[config.mk]
export PLATFORM = sky130hd
export DESIGN_NAME = ctlx_seq
export DESIGN_NICKNAME = d
export VERILOG_FILES = /design/src/rtl/ctlx_pkg.sv /design/src/rtl/ctlx_seq_ctl.sv /design/src/rtl/ctlx_mem_plan.sv /design/src/rtl/ctlx_arch_regs.sv /design/src/rtl/ctlx_seq.sv
export SDC_FILE = /design/constraint.sdc
export NUM_CORES = 1
export LEC_CHECK = 0
export BUFFER_PORTS_ARGS = -buffer_cell sky130_fd_sc_hd__clkbuf_2
export CORE_MARGIN = 2
export CORE_UTILIZATION = 65
export DETAILED_ROUTE_END_ITERATION = 8
export GPL_ROUTABILITY_DRIVEN = 0
export GPL_TIMING_DRIVEN = 0
export PLACE_DENSITY = 0.94
export SLEW_MARGIN = 20
export SYNTH_ARGS = -nofsm -noshare
export SYNTH_HDL_FRONTEND = slang
export SYNTH_HIERARCHICAL = 1
export SYNTH_SLANG_ARGS = --single-unit
[constraint.sdc]
create_clock -name clk -period 4.2 [get_ports clk]
set_input_delay 0.63 -clock clk [delete_from_list [all_inputs] [get_ports clk]]
set_output_delay 0.63 -clock clk [all_outputs]
set_load 0.02 [all_outputs]
[src/rtl/ctlx_pkg.sv]
// Package: types and constants shared by the call/return sequencer.
// Assumes an 8-bit data path and a 16-bit byte address.
package ctlx_pkg;
    localparam int BYTE_W      = 8;
    localparam int ADDR_W      = 2 * BYTE_W;
    localparam int VEC_W       = 8;
    localparam int CALL_STATES = 8;
    localparam int RET_STATES  = 8;
    localparam int RTE_STATES  = 10;
    localparam int STEP_W      = $clog2(RTE_STATES);

    typedef enum logic [1:0] {
        OP_NONE = 2'b00,
        OP_CALL = 2'b01,
        OP_RET  = 2'b10,
        OP_RTE  = 2'b11
    } op_e;

    // Destination of the byte on the read-data bus this cycle.
    typedef enum logic [1:0] {
        CAP_NONE,
        CAP_HI,
        CAP_LO,
        CAP_CCR
    } cap_e;

    // Index of the final state of each operation.
    function automatic logic [STEP_W-1:0] last_step(op_e op);
        case (op)
            OP_CALL: last_step = STEP_W'(CALL_STATES - 1);
            OP_RET:  last_step = STEP_W'(RET_STATES - 1);
            OP_RTE:  last_step = STEP_W'(RTE_STATES - 1);
            default: last_step = '0;
        endcase
    endfunction
endpackage

[src/rtl/ctlx_seq_ctl.sv]
// Sequence control: accepts an opcode while idle, latches it together
// with the vector operand, and steps a counter up to the final state of
// the operation. Strobes that arrive while busy are dropped.
module ctlx_seq_ctl
    import ctlx_pkg::*;
(
    input  logic              clk,
    input  logic              rst_n,
    input  logic              op_valid,
    input  op_e               op_kind,
    input  logic [VEC_W-1:0]  op_vec,
    output logic              busy,
    output logic              done,
    output op_e               cur_op,
    output logic [VEC_W-1:0]  cur_vec,
    output logic [STEP_W-1:0] step
);
    // Final-state flag.
    assign done = busy && (step == last_step(cur_op));

    // Acceptance, stepping and release.
    always_ff @(posedge clk) begin
        if (!rst_n) begin
            busy    <= 1'b0;
            step    <= '0;
            cur_op  <= OP_NONE;
            cur_vec <= '0;
        end else if (!busy) begin
            if (op_valid && op_kind != OP_NONE) begin
                busy    <= 1'b1;
                step    <= '0;
                cur_op  <= op_kind;
                cur_vec <= op_vec;
            end
        end else if (done) begin
            busy <= 1'b0;
            step <= '0;
        end else begin
            step <= step + 1'b1;
        end
    end

    p_accept_r2: assert property (@(posedge clk) disable iff (!rst_n)
        (!busy && op_valid && op_kind != OP_NONE) |=>
            (busy && step == '0 && cur_op == $past(op_kind)));

    p_none_ignored_r2: assert property (@(posedge clk) disable iff (!rst_n)
        (!busy && (!op_valid || op_kind == OP_NONE)) |=> !busy);

    p_no_restart_r8: assert property (@(posedge clk) disable iff (!rst_n)
        (busy && !done) |=>
            (busy && step == $past(step) + 1'b1 && cur_op == $past(cur_op)));

    p_done_pulse_r7: assert property (@(posedge clk) disable iff (!rst_n)
        done |=> !done);
endmodule

[src/rtl/ctlx_mem_plan.sv]
// Memory schedule: combinational decode of (operation, step) into the
// memory strobe, address and write data, and into the destination of
// the byte returned by the read issued one step earlier.
// Assumes pc and sp hold still while a sequence runs.
module ctlx_mem_plan
    import ctlx_pkg::*;
(
    input  logic              busy,
    input  op_e               cur_op,
    input  logic [STEP_W-1:0] step,
    input  logic [VEC_W-1:0]  cur_vec,
    input  logic [ADDR_W-1:0] pc,
    input  logic [ADDR_W-1:0] sp,
    output logic              mem_rd,
    output logic              mem_wr,
    output logic [ADDR_W-1:0] mem_addr,
    output logic [BYTE_W-1:0] mem_wdata,
    output cap_e              cap
);
    logic [ADDR_W-1:0] ret_pc;
    logic [ADDR_W-1:0] push_at;
    logic [ADDR_W-1:0] vec_at;

    assign ret_pc  = pc + ADDR_W'(2);
    assign push_at = sp - ADDR_W'(2);
    assign vec_at  = {{(ADDR_W - VEC_W){1'b0}}, cur_vec};

    // Per-step memory action and capture target.
    always_comb begin
        mem_rd    = 1'b0;
        mem_wr    = 1'b0;
        mem_addr  = '0;
        mem_wdata = '0;
        cap       = CAP_NONE;
        if (busy) begin
            case (cur_op)
                OP_CALL: case (int'(step))
                    0: begin mem_wr = 1'b1; mem_addr = push_at;
                             mem_wdata = ret_pc[ADDR_W-1:BYTE_W]; end
                    1: begin mem_wr = 1'b1; mem_addr = push_at + 1'b1;
                             mem_wdata = ret_pc[BYTE_W-1:0]; end
                    2: begin mem_rd = 1'b1; mem_addr = vec_at; end
                    3: begin mem_rd = 1'b1; mem_addr = vec_at + 1'b1;
                             cap = CAP_HI; end
                    4: cap = CAP_LO;
                    default: ;
                endcase
                OP_RET: case (int'(step))
                    0: begin mem_rd = 1'b1; mem_addr = sp; end
                    1: begin mem_rd = 1'b1; mem_addr = sp + 1'b1;
                             cap = CAP_HI; end
                    2: cap = CAP_LO;
                    default: ;
                endcase
                OP_RTE: case (int'(step))
                    0: begin mem_rd = 1'b1; mem_addr = sp; end
                    1: begin mem_rd = 1'b1; mem_addr = sp + ADDR_W'(2);
                             cap = CAP_CCR; end
                    2: begin mem_rd = 1'b1; mem_addr = sp + ADDR_W'(3);
                             cap = CAP_HI; end
                    3: cap = CAP_LO;
                    default: ;
                endcase
                default: ;
            endcase
        end
    end
endmodule

[src/rtl/ctlx_arch_regs.sv]
// Architectural state: gathers the bytes read during a sequence into
// staging registers, then updates pc, sp and ccr together on commit.
// Assumes commit is a single-cycle pulse that arrives after the last capture.
module ctlx_arch_regs
    import ctlx_pkg::*;
#(
    parameter logic [ADDR_W-1:0] PC_RST  = 16'h0200,
    parameter logic [ADDR_W-1:0] SP_RST  = 16'h0380,
    parameter logic [BYTE_W-1:0] CCR_RST = 8'h80
) (
    input  logic              clk,
    input  logic              rst_n,
    input  cap_e              cap,
    input  logic [BYTE_W-1:0] rdata,
    input  logic              commit,
    input  op_e               cur_op,
    output logic [ADDR_W-1:0] pc,
    output logic [ADDR_W-1:0] sp,
    output logic [BYTE_W-1:0] ccr
);
    logic [BYTE_W-1:0] hi_q, lo_q, ccr_q;

    // Staging of bytes returned by memory.
    always_ff @(posedge clk) begin
        if (!rst_n) begin
            hi_q  <= '0;
            lo_q  <= '0;
            ccr_q <= '0;
        end else begin
            case (cap)
                CAP_HI:  hi_q  <= rdata;
                CAP_LO:  lo_q  <= rdata;
                CAP_CCR: ccr_q <= rdata;
                default: ;
            endcase
        end
    end

    // Atomic architectural update at the end of a sequence.
    always_ff @(posedge clk) begin
        if (!rst_n) begin
            pc  <= PC_RST;
            sp  <= SP_RST;
            ccr <= CCR_RST;
        end else if (commit) begin
            pc <= {hi_q, lo_q};
            case (cur_op)
                OP_CALL: sp <= sp - ADDR_W'(2);
                OP_RET:  sp <= sp + ADDR_W'(2);
                OP_RTE: begin
                    sp  <= sp + ADDR_W'(4);
                    ccr <= ccr_q;
                end
                default: ;
            endcase
        end
    end

    p_ccr_keep_r6: assert property (@(posedge clk) disable iff (!rst_n)
        (commit && cur_op != OP_RTE) |=> ccr == $past(ccr));
endmodule

[src/rtl/ctlx_seq.sv]
// Top of the call/return sequencer: control, memory schedule and
// architectural registers. Memory is a synchronous byte port with
// one-cycle read latency and no stall.
module ctlx_seq
    import ctlx_pkg::*;
#(
    parameter logic [15:0] PC_RST  = 16'h0200,
    parameter logic [15:0] SP_RST  = 16'h0380,
    parameter logic [7:0]  CCR_RST = 8'h80
) (
    input  logic        clk,
    input  logic        rst_n,
    input  logic        op_valid,
    input  logic [1:0]  op_kind,
    input  logic [7:0]  op_vec,
    input  logic [7:0]  mem_rdata,
    output logic        busy,
    output logic        done,
    output logic [15:0] pc,
    output logic [15:0] sp,
    output logic [7:0]  ccr,
    output logic [15:0] mem_addr,
    output logic [7:0]  mem_wdata,
    output logic        mem_rd,
    output logic        mem_wr
);
    op_e               cur_op;
    logic [VEC_W-1:0]  cur_vec;
    logic [STEP_W-1:0] step;
    cap_e              cap;

    ctlx_seq_ctl u_ctl (
        .clk      (clk),
        .rst_n    (rst_n),
        .op_valid (op_valid),
        .op_kind  (op_e'(op_kind)),
        .op_vec   (op_vec),
        .busy     (busy),
        .done     (done),
        .cur_op   (cur_op),
        .cur_vec  (cur_vec),
        .step     (step)
    );

    ctlx_mem_plan u_plan (
        .busy      (busy),
        .cur_op    (cur_op),
        .step      (step),
        .cur_vec   (cur_vec),
        .pc        (pc),
        .sp        (sp),
        .mem_rd    (mem_rd),
        .mem_wr    (mem_wr),
        .mem_addr  (mem_addr),
        .mem_wdata (mem_wdata),
        .cap       (cap)
    );

    ctlx_arch_regs #(
        .PC_RST  (PC_RST),
        .SP_RST  (SP_RST),
        .CCR_RST (CCR_RST)
    ) u_regs (
        .clk    (clk),
        .rst_n  (rst_n),
        .cap    (cap),
        .rdata  (mem_rdata),
        .commit (done),
        .cur_op (cur_op),
        .pc     (pc),
        .sp     (sp),
        .ccr    (ccr)
    );

    p_one_strobe_r9: assert property (@(posedge clk) disable iff (!rst_n)
        !(mem_rd && mem_wr));

    p_idle_quiet_r9: assert property (@(posedge clk) disable iff (!rst_n)
        !busy |-> (!mem_rd && !mem_wr));

    p_done_in_busy_r7: assert property (@(posedge clk) disable iff (!rst_n)
        done |-> busy);

    p_arch_hold_r7: assert property (@(posedge clk) disable iff (!rst_n)
        (busy && !done) |=> ($stable(pc) && $stable(sp) && $stable(ccr)));
endmodule

==> results of run 1 <==
==> per-stage QoR <==
step | setup WS, ps | setup TNS, ps
3_5_place_dp | 618 | 0
4_1_cts | 203 | 0
6_report | 19.4 | 0
5_1_grt | -32.0 | -32.0
2_1_floorplan | 1060 | 0
3_3_place_gp | 667 | 0
==> placed cells by master, fill, tap and decap left out, types with 18 or more instances in the layout <==
cell type / netlist / routed
a21boi_0: 19 / 18
a21oi_1: 57 / 57
clkbuf_1: 43 / 42
clkbuf_2: 0 / 88
dfxtp_1: 78 / 77
ha_1: 29 / 29
inv_1: 21 / 21
mux2i_1: 38 / 38
nand2_1: 87 / 87
nand3_1: 68 / 68
nand4_1: 25 / 25
nor2_1: 43 / 43
nor2b_1: 41 / 41
nor3_1: 31 / 31
o21ai_0: 62 / 62
xnor2_1: 45 / 45
xor2_1: 23 / 23
==> metal layers <==
| metal | track usage (%) | up-vias |
|---|---|---|
| li1 | - | 3767 |
| met2 | 62.3 | 788 |
| met1 | 52.8 | 3820 |
| met5 | 0 | - |
| met4 | 21.6 | 0 |
| met3 | 11.1 | 201 |
==> Yosys cell counts, types with 19 or more instances <==
master	count
nor2b_1	41
nor2_1	43
o21ai_0	62
xnor2_1	45
nand3_1	68
dfxtp_1	78
a21oi_1	57
a21boi_0	19
nor3_1	31
nand4_1	25
inv_1	21
xor2_1	23
nand2_1	87
ha_1	29
mux2i_1	38
clkbuf_1	43
==> worst max-delay path by stage <==
stage | startpoint | endpoint | slack [ps] | cells after the start
after floorplan | u_regs/sp[2]$_SDFFE_PN0P_ | mem_addr[7] | 1060 | 9
after global placement | u_regs/sp[2]$_SDFFE_PN0P_ | mem_addr[7] | 670 | 11
after detailed placement | u_regs/sp[2]$_SDFFE_PN0P_ | mem_addr[7] | 620 | 11
after CTS | u_regs/sp[2]$_SDFFE_PN0P_ | mem_addr[7] | 200 | 11
final | u_regs/sp[2]$_SDFFE_PN0P_ | mem_addr[7] | 20 | 11
after global routing | u_regs/sp[7]$_SDFFE_PN1P_ | mem_addr[13] | -30 | 9
==> worst reg2reg max path: stages, from the launching register on <==
cell and delay, ps:
dfxtp_1 400, clkbuf_1 280, inv_1 180, clkbuf_1 460
clkbuf_1 660, a31oi_1 160, nor2_1 270, clkbuf_1 330
nor2b_1 170, buf_2 270, mux2i_1 260, nor2b_1 70
==> cell families after synthesis <==
group           after synthesis
other cells                   1
mux                          43
compound gates              271
xor+xnor                     68
simple gates                379
fa+ha+maj                    30
buf+inv                      91
flops                        78
==> layout make-up <==
class | count | area [µm²] | share of cell area (%)
buffer | 68 | 304 | 3.80
tap | 140 | 175 | 2.19
clock buffer | 10 | 138 | 1.72
sequential | 78 | 1560 | 19.5
timing repair buffer | 87 | 435 | 5.45
multi-input combinational | 792 | 5250 | 65.6
inverter | 23 | 86.3 | 1.08
clock inverter | 6 | 46.3 | 0.579
==> flip-flops by register name, summed over array words and instances, names as in the netlist <==
register and cells:
u_ctl/busy 1, u_ctl/cur_op 2, u_ctl/cur_vec 8, u_ctl/step 4, u_regs/ccr 8, u_regs/ccr_q 8, u_regs/hi_q 8, u_regs/lo_q 8
u_regs/pc 16, u_regs/sp 15
==> what timing repair did <==
action / 4_1_cts / 5_1_grt
gates resized for setup: 0 / 5
endpoints found under the setup margin: 0 / 3
setup buffers: 0 / 0
endpoints found under the hold margin: 0 / 0
==> report_power, final <==
| group | internal [mW] | switching, mW |
|---|---|---|
| Combinational | 0.198 | 0.344 |
| Sequential | 0.753 | 0.0346 |
| Clock | 0.233 | 0.306 |
==> results.py, run 1 <==
metrics = {
    "setup_path": {
        "start_kind": "register",
        "worst_path_largest_cell_delay_ps": 490,
        "cp_max_fo": 13,
        "cp.arrival_ps": 3550,
        "cp.required_ps": 3570,
        "path_cells": "buf_2 > inv_1 > ha_1 > nor3b_4 > and2_0 > clkbuf_1 > nor2_1 > a2bb2oi_1 > o211ai_1 > a41oi_1 > clkbuf_2",
        "cp_slowest_cell": "dfxtp_1",
        "end_kind": "primary output",
        "cp_num_buf_inv": 4,
        "r2r-end": "u_regs/hi_q[0]$_SDFFE_PN0N_",
        "reg2regPathDepth": 11,
        "crit_family": "buffers and inverters",
        "r2r_slack_ps": 600,
        "r2r_start": "u_ctl/step[0]$_SDFFE_PN0P_",
        "worstSetupPathType": "reg -> out",
    },
    "hold_path": {
        "holdPathEnd": "u_regs/ccr[6]$_SDFFE_PN0P_",
        "hold_start": "u_regs/ccr[6]$_SDFFE_PN0P_",
        "hp-class": "reg -> reg",
        "holdPathStages": 2,
    },
    "clock_network": {
        "cts_max_level": 3,
        "clkSlewWorstSetupHoldPaths_ps": 90,
        "clock_sinks": 78,
        "cts_buffers": 9,
        "cts_root_buf": "clkbuf_8",
        "postCtsHoldBufs": 0,
        "clock_latency_ps": 370,
        "cts_tree": "yes",
        "cts_max_path_buffers": 2,
    },
    "finish": {
        "antenna_cells": 0,
        "layout-area-overhead-vs-synth_pct": 11.2,
        "final_util_pct": 73.8,
        "fillerInstances": 812,
        "drive_above_1_share_pct": 14.1,
        "final_cells": 1204,
        "finalInstanceArea_um2": 8000,
        "nNetsFinal": 1110,
    },
    "run_status": {
        "status": "finished with violations",
        "violations": "design-rule violations",
    },
    "detailed_routing": {
        "vias_per_cell": 7.12,
        "ant_nets": 0,
        "routedWlPerCell_um": 20.3,
        "wl_met1_um": 9050,
        "routed.top_layer": "met4",
        "drt-pass1-iter-count": 9,
        "vias": 8576,
        "drt_wl_total_um": 24400,
        "first_iter_violations": 1471,
        "wl_met2_um": 10300,
        "wl_met3_um": 3490,
        "drcViolationCount": 23,
    },
    "place": {
        "placed_area_um2": 7800,
        "dp_hpwl_um": 17200,
        "placedCellCount": 1188,
        "portBuffers": 87,
    },
    "yosys": {
        "synth_top_area_share_pct": 21.7,
        "syn_area_um2": 7190,
        "synth_top_family_by_area": "simple AND/OR/NAND/NOR gates",
        "synth-xor-area-share_pct": 8.28,
        "yosysTopAreaCell": "dfxtp_1",
        "avgSynthCellArea_um2": 7.49,
        "yosys.area_share.simple_pct": 28.2,
        "synth_edf_count": 0,
        "ys_seq_area_share_pct": 21.7,
        "async_flop_share_pct": 0,
        "ys_ff_latch": 78,
        "syn-instance-count": 961,
        "yosysUniqueCellTypes": 85,
        "synthTopCellsByArea": "dfxtp_1 (22%), xnor2_1 (5.5%), mux2i_1 (5.3%)",
        "yosysWarnings": 6,
        "synth_mux_area_share_pct": 6.07,
        "synthAdderAreaFrac_pct": 5.32,
        "syn_nets": 1012,
        "synth_compound_area_share_pct": 24.9,
        "ys_dominant_reg_cell": "dfxtp_1",
    },
    "floorplan": {
        "core_um2": 10800,
        "die_height_um": 109,
        "fp.dieW_um": 109,
        "ioPinCount": 89,
        "floorplan.die_area_um2": 11900,
        "initial_core_util_pct": 66.4,
        "rows": 38,
    },
    "pwr": {
        "power.density_nw_per_um2": 234,
        "p_leak_nw": 2.86,
        "power_mw": 1.87,
        "ir_worst_vdd_v": 0.000164,
    },
    "sta": {
        "fin_crit_sh_pct": 99.5,
        "clock_skew_ps": 6.57,
        "max_freq_mhz": 239,
        "tightest_slew_ps": 1080,
        "final.min_clock_period_ps": 4180,
        "final_hold_viol_count": 0,
        "setup_violations": 0,
        "relSlewSlack_pct": 27.4,
        "slew_violations": 0,
        "hold_slack_ps": 479,
    },
    "global_route": {
        "antenna_found_initial": 0,
        "grt_pass1_wl_um": 38700,
        "grt_pass1_vias": 7774,
        "grtUsageTotal_pct": 40.9,
        "gr-total-overflow": 0,
        "grt_max_degree": 16,
    },
    "flow_run": {
        "cap_violations": 0,
    },
}
Power figures use the tool's default switching activity.
==> inputs of run 2 (changes only) <==
--- a/config.mk
+++ b/config.mk
@@ -5,13 +5,14 @@
 export SDC_FILE = /design/constraint.sdc
 export NUM_CORES = 1
 export LEC_CHECK = 0
+export ABC_AREA = 1
 export BUFFER_PORTS_ARGS = -buffer_cell sky130_fd_sc_hd__clkbuf_2
 export CORE_MARGIN = 2
-export CORE_UTILIZATION = 65
+export CORE_UTILIZATION = 45
 export DETAILED_ROUTE_END_ITERATION = 8
 export GPL_ROUTABILITY_DRIVEN = 0
 export GPL_TIMING_DRIVEN = 0
-export PLACE_DENSITY = 0.94
+export PLACE_DENSITY = 0.7
 export SLEW_MARGIN = 20
 export SYNTH_ARGS = -nofsm -noshare
 export SYNTH_HDL_FRONTEND = slang
==> run 2 against run 1 <==
  * The flow now finishes without violations
  * Highest routed layer unchanged
  * Critical endpoint is now mem_addr[13]
  * Sequential share of layout area decreased by 1.0 points
  * Register-to-register slack improved by 380 ps
  * Largest cell class unchanged
  * Maximum frequency increased by 14%
  * Hold slack about the same
  * Global-route usage decreased by 15 points
  * Die area increased by 47%
  * Sequential cell count unchanged
==> results.py, run 2 <==
metrics = {
    "pwr": {
        "power.density_nw_per_um2": 291,
        "p_leak_nw": 4.03,
        "ir_worst_vdd_v": 0.000307,
    },
    "finish": {
        "final_common_cell": "nand2_1",
        "layout-area-overhead-vs-synth_pct": 13.5,
        "multi_input_comb_area_um2": 5010,
        "mostFrequentLayoutCells": "nand2_1 (286), nor2_1 (186), inv_1 (156)",
        "finalInstanceArea_um2": 8430,
        "top_regs": "u_regs/pc: 16 flops, u_regs/sp: 15 flops",
        "nNetsFinal": 1426,
        "drive_above_1_share_pct": 15.9,
        "final_cells": 1596,
        "top_register": "u_regs/pc",
        "largest_reg_flops": 16,
        "fillerInstances": 1730,
        "antenna_cells": 0,
        "seq_area_um2": 1560,
    },
    "clock_network": {
        "postCtsHoldBufs": 0,
        "cts_tree": "yes",
        "clock_sinks": 78,
        "cts_setup_buffers": 0,
        "clkSlewWorstSetupHoldPaths_ps": 70,
        "cts_max_path_buffers": 2,
        "post_cts_resized": 0,
        "clock_latency_ps": 350,
        "cts_buffers": 9,
        "cts_max_level": 3,
        "cts_root_buf": "clkbuf_16",
    },
    "place": {
        "placedCellCount": 1580,
        "dp_hpwl_um": 18400,
        "placed_area_um2": 8130,
        "portBuffers": 87,
    },
    "detailed_routing": {
        "drt-pass1-iter-count": 8,
        "drcViolationCount": 0,
        "ant_nets": 0,
        "first_iter_violations": 796,
        "vias_per_cell": 5.46,
        "routedWlPerCell_um": 14.9,
        "vias": 8716,
        "drt_wl_total_um": 23700,
    },
    "yosys": {
        "syn_area_um2": 7430,
        "syn-instance-count": 1277,
        "yosysTopAreaCell": "dfxtp_1",
        "synth_most_common_cell": "nand2_1",
        "yosysWarnings": 6,
        "synthTopCellsByArea": "dfxtp_1 (21%), nand2_1 (14%), nor2_1 (9.4%)",
        "synth_edf_count": 0,
        "ys_dominant_reg_cell": "dfxtp_1",
        "syn_nets": 1328,
        "synthTopCellsByCount": "nand2_1 (286), nor2_1 (186), inv_1 (156)",
        "synth_top_area_share_pct": 21.0,
        "async_flop_share_pct": 0,
        "yosysUniqueCellTypes": 51,
        "ys_seq_area_share_pct": 21.0,
        "avgSynthCellArea_um2": 5.82,
        "ys_ff_latch": 78,
    },
    "setup_path": {
        "cp.arrival_ps": 3030,
        "cp_slowest_cell": "dfxtp_1",
        "cp_num_buf_inv": 3,
        "crit_family": "flip-flops",
        "crit_path_frequent_cell": "a21oi_1",
        "start_kind": "register",
        "worst_path_largest_cell_delay_ps": 740,
        "path_cells": "ha_1 > inv_1 > nor2_1 > inv_1 > nor2_2 > nand2_1 > a21oi_1 > o211ai_1 > a21oi_1 > a21oi_1 > a21oi_2 > clkbuf_2",
        "cp.required_ps": 3570,
        "end_kind": "primary output",
        "cp_max_fo": 14,
        "worstSetupPathType": "reg -> out",
    },
    "global_route": {
        "gr-total-overflow": 0,
        "antenna_found_initial": 0,
        "grt_max_degree": 18,
        "grt_pass1_wl_um": 37900,
        "grt_pass1_vias": 7858,
        "grtUsageTotal_pct": 26.2,
    },
    "floorplan": {
        "floorplan.die_area_um2": 17500,
        "core_um2": 16000,
        "ioPinCount": 89,
        "initial_core_util_pct": 46.4,
        "fp.dieW_um": 132,
        "die_height_um": 132,
        "rows": 46,
    },
    "sta": {
        "grt_setup_unrepaired": "false",
        "tightest_slew_ps": 711,
        "final.min_clock_period_ps": 3660,
        "relSlewSlack_pct": 52.6,
        "fin_crit_sh_pct": 87.1,
        "max_freq_mhz": 273,
        "clock_skew_ps": 10.0,
        "final_hold_viol_count": 0,
        "setup_violations": 0,
        "slew_violations": 0,
        "setup_tns_ps": 0,
    },
    "flow_run": {
        "cap_violations": 0,
    },
    "hold_path": {
        "hp-class": "reg -> reg",
    },
    "run_status": {
        "status": "finished clean",
    },
}
-- run 2: area by class of cell --
type                       count  share of cell area (%)
multi-input combinational    991                    59.4
sequential                    78                    18.5
inverter                     174                    7.75
timing repair buffer          87                    5.16
tap                          216                    3.21
clock buffer                   9                    2.67
buffer                        34                    2.43
clock inverter                 7                   0.876
-- run 2: cell families (layout without fill, tap and decap cells) --
kind of cell / after synthesis / after routing / share of synthesized area, %
other: 1 / 1 / 0.0505
buffers and inverters: 208 / 311 / 11.6
AOI/OAI and AO/OA: 257 / 257 / 19.2
and+or+nand+nor: 694 / 694 / 41.9
DFF: 78 / 78 / 21.0
xor gates and xnor gates: 9 / 9 / 1.06
adders and majority gates: 30 / 30 / 5.16
-- run 2: through the flow --
| stage | hold WS (ps) | utilization (%) | setup WS, ps | total power, mW |
|---|---|---|---|---|
| after floorplan | 430 | - | 1390 | 1.44 |
| final | 479 | 52.7 | 541 | 2.46 |
| after global routing | 510 | 52.7 | 299 | 2.60 |
| after detailed placement | 468 | 50.8 | 964 | 1.66 |
| after CTS | 479 | 52.7 | 589 | 2.45 |
| after global placement | 461 | 50.8 | 989 | 1.65 |
-- run 2: layer usage --
layer / routed length (µm) / part of all wire [%] / up-vias / global-route usage, %
li1: - / - / 4386 / -
met1: 10400 / 44 / 3891 / 34.7
met2: 10600 / 45 / 384 / 42.5
met3: 2130 / 9.0 / 55 / 5.25
met4: 627 / 2.6 / 0 / 9.26
met5: 0 / 0 / - / 0
-- run 2: worst paths after layout --
check	startpoint	to	slack, ps	cells past startpoint
max	u_regs/sp[2]$_SDFFE_PN0P_	mem_addr[13]	540	12
min	u_regs/hi_q[1]$_SDFFE_PN0N_	u_regs/pc[9]$_SDFFE_PN1P_	480	2
max reg2reg	u_ctl/cur_op[1]$_SDFFE_PN0P_	u_regs/hi_q[5]$_SDFFE_PN0N_	980	11
min reg2reg	u_regs/hi_q[1]$_SDFFE_PN0N_	u_regs/pc[9]$_SDFFE_PN1P_	480	2
-- run 2: where the power goes --
group / switching [mW] / total [mW] / internal (mW)
clock: 0.366 / 0.787 / 0.421
combinational: 0.563 / 0.824 / 0.262
sequential: 0.0690 / 0.845 / 0.776
-- run 2: worst register-to-register path, delay by kind of cell, from the launching register on --
kind	cells	cell delay [ps]
and+or+nand+nor	6	1540
buffers and inverters	4	860
DFF	1	560
AOI/OAI and AO/OA	1	160
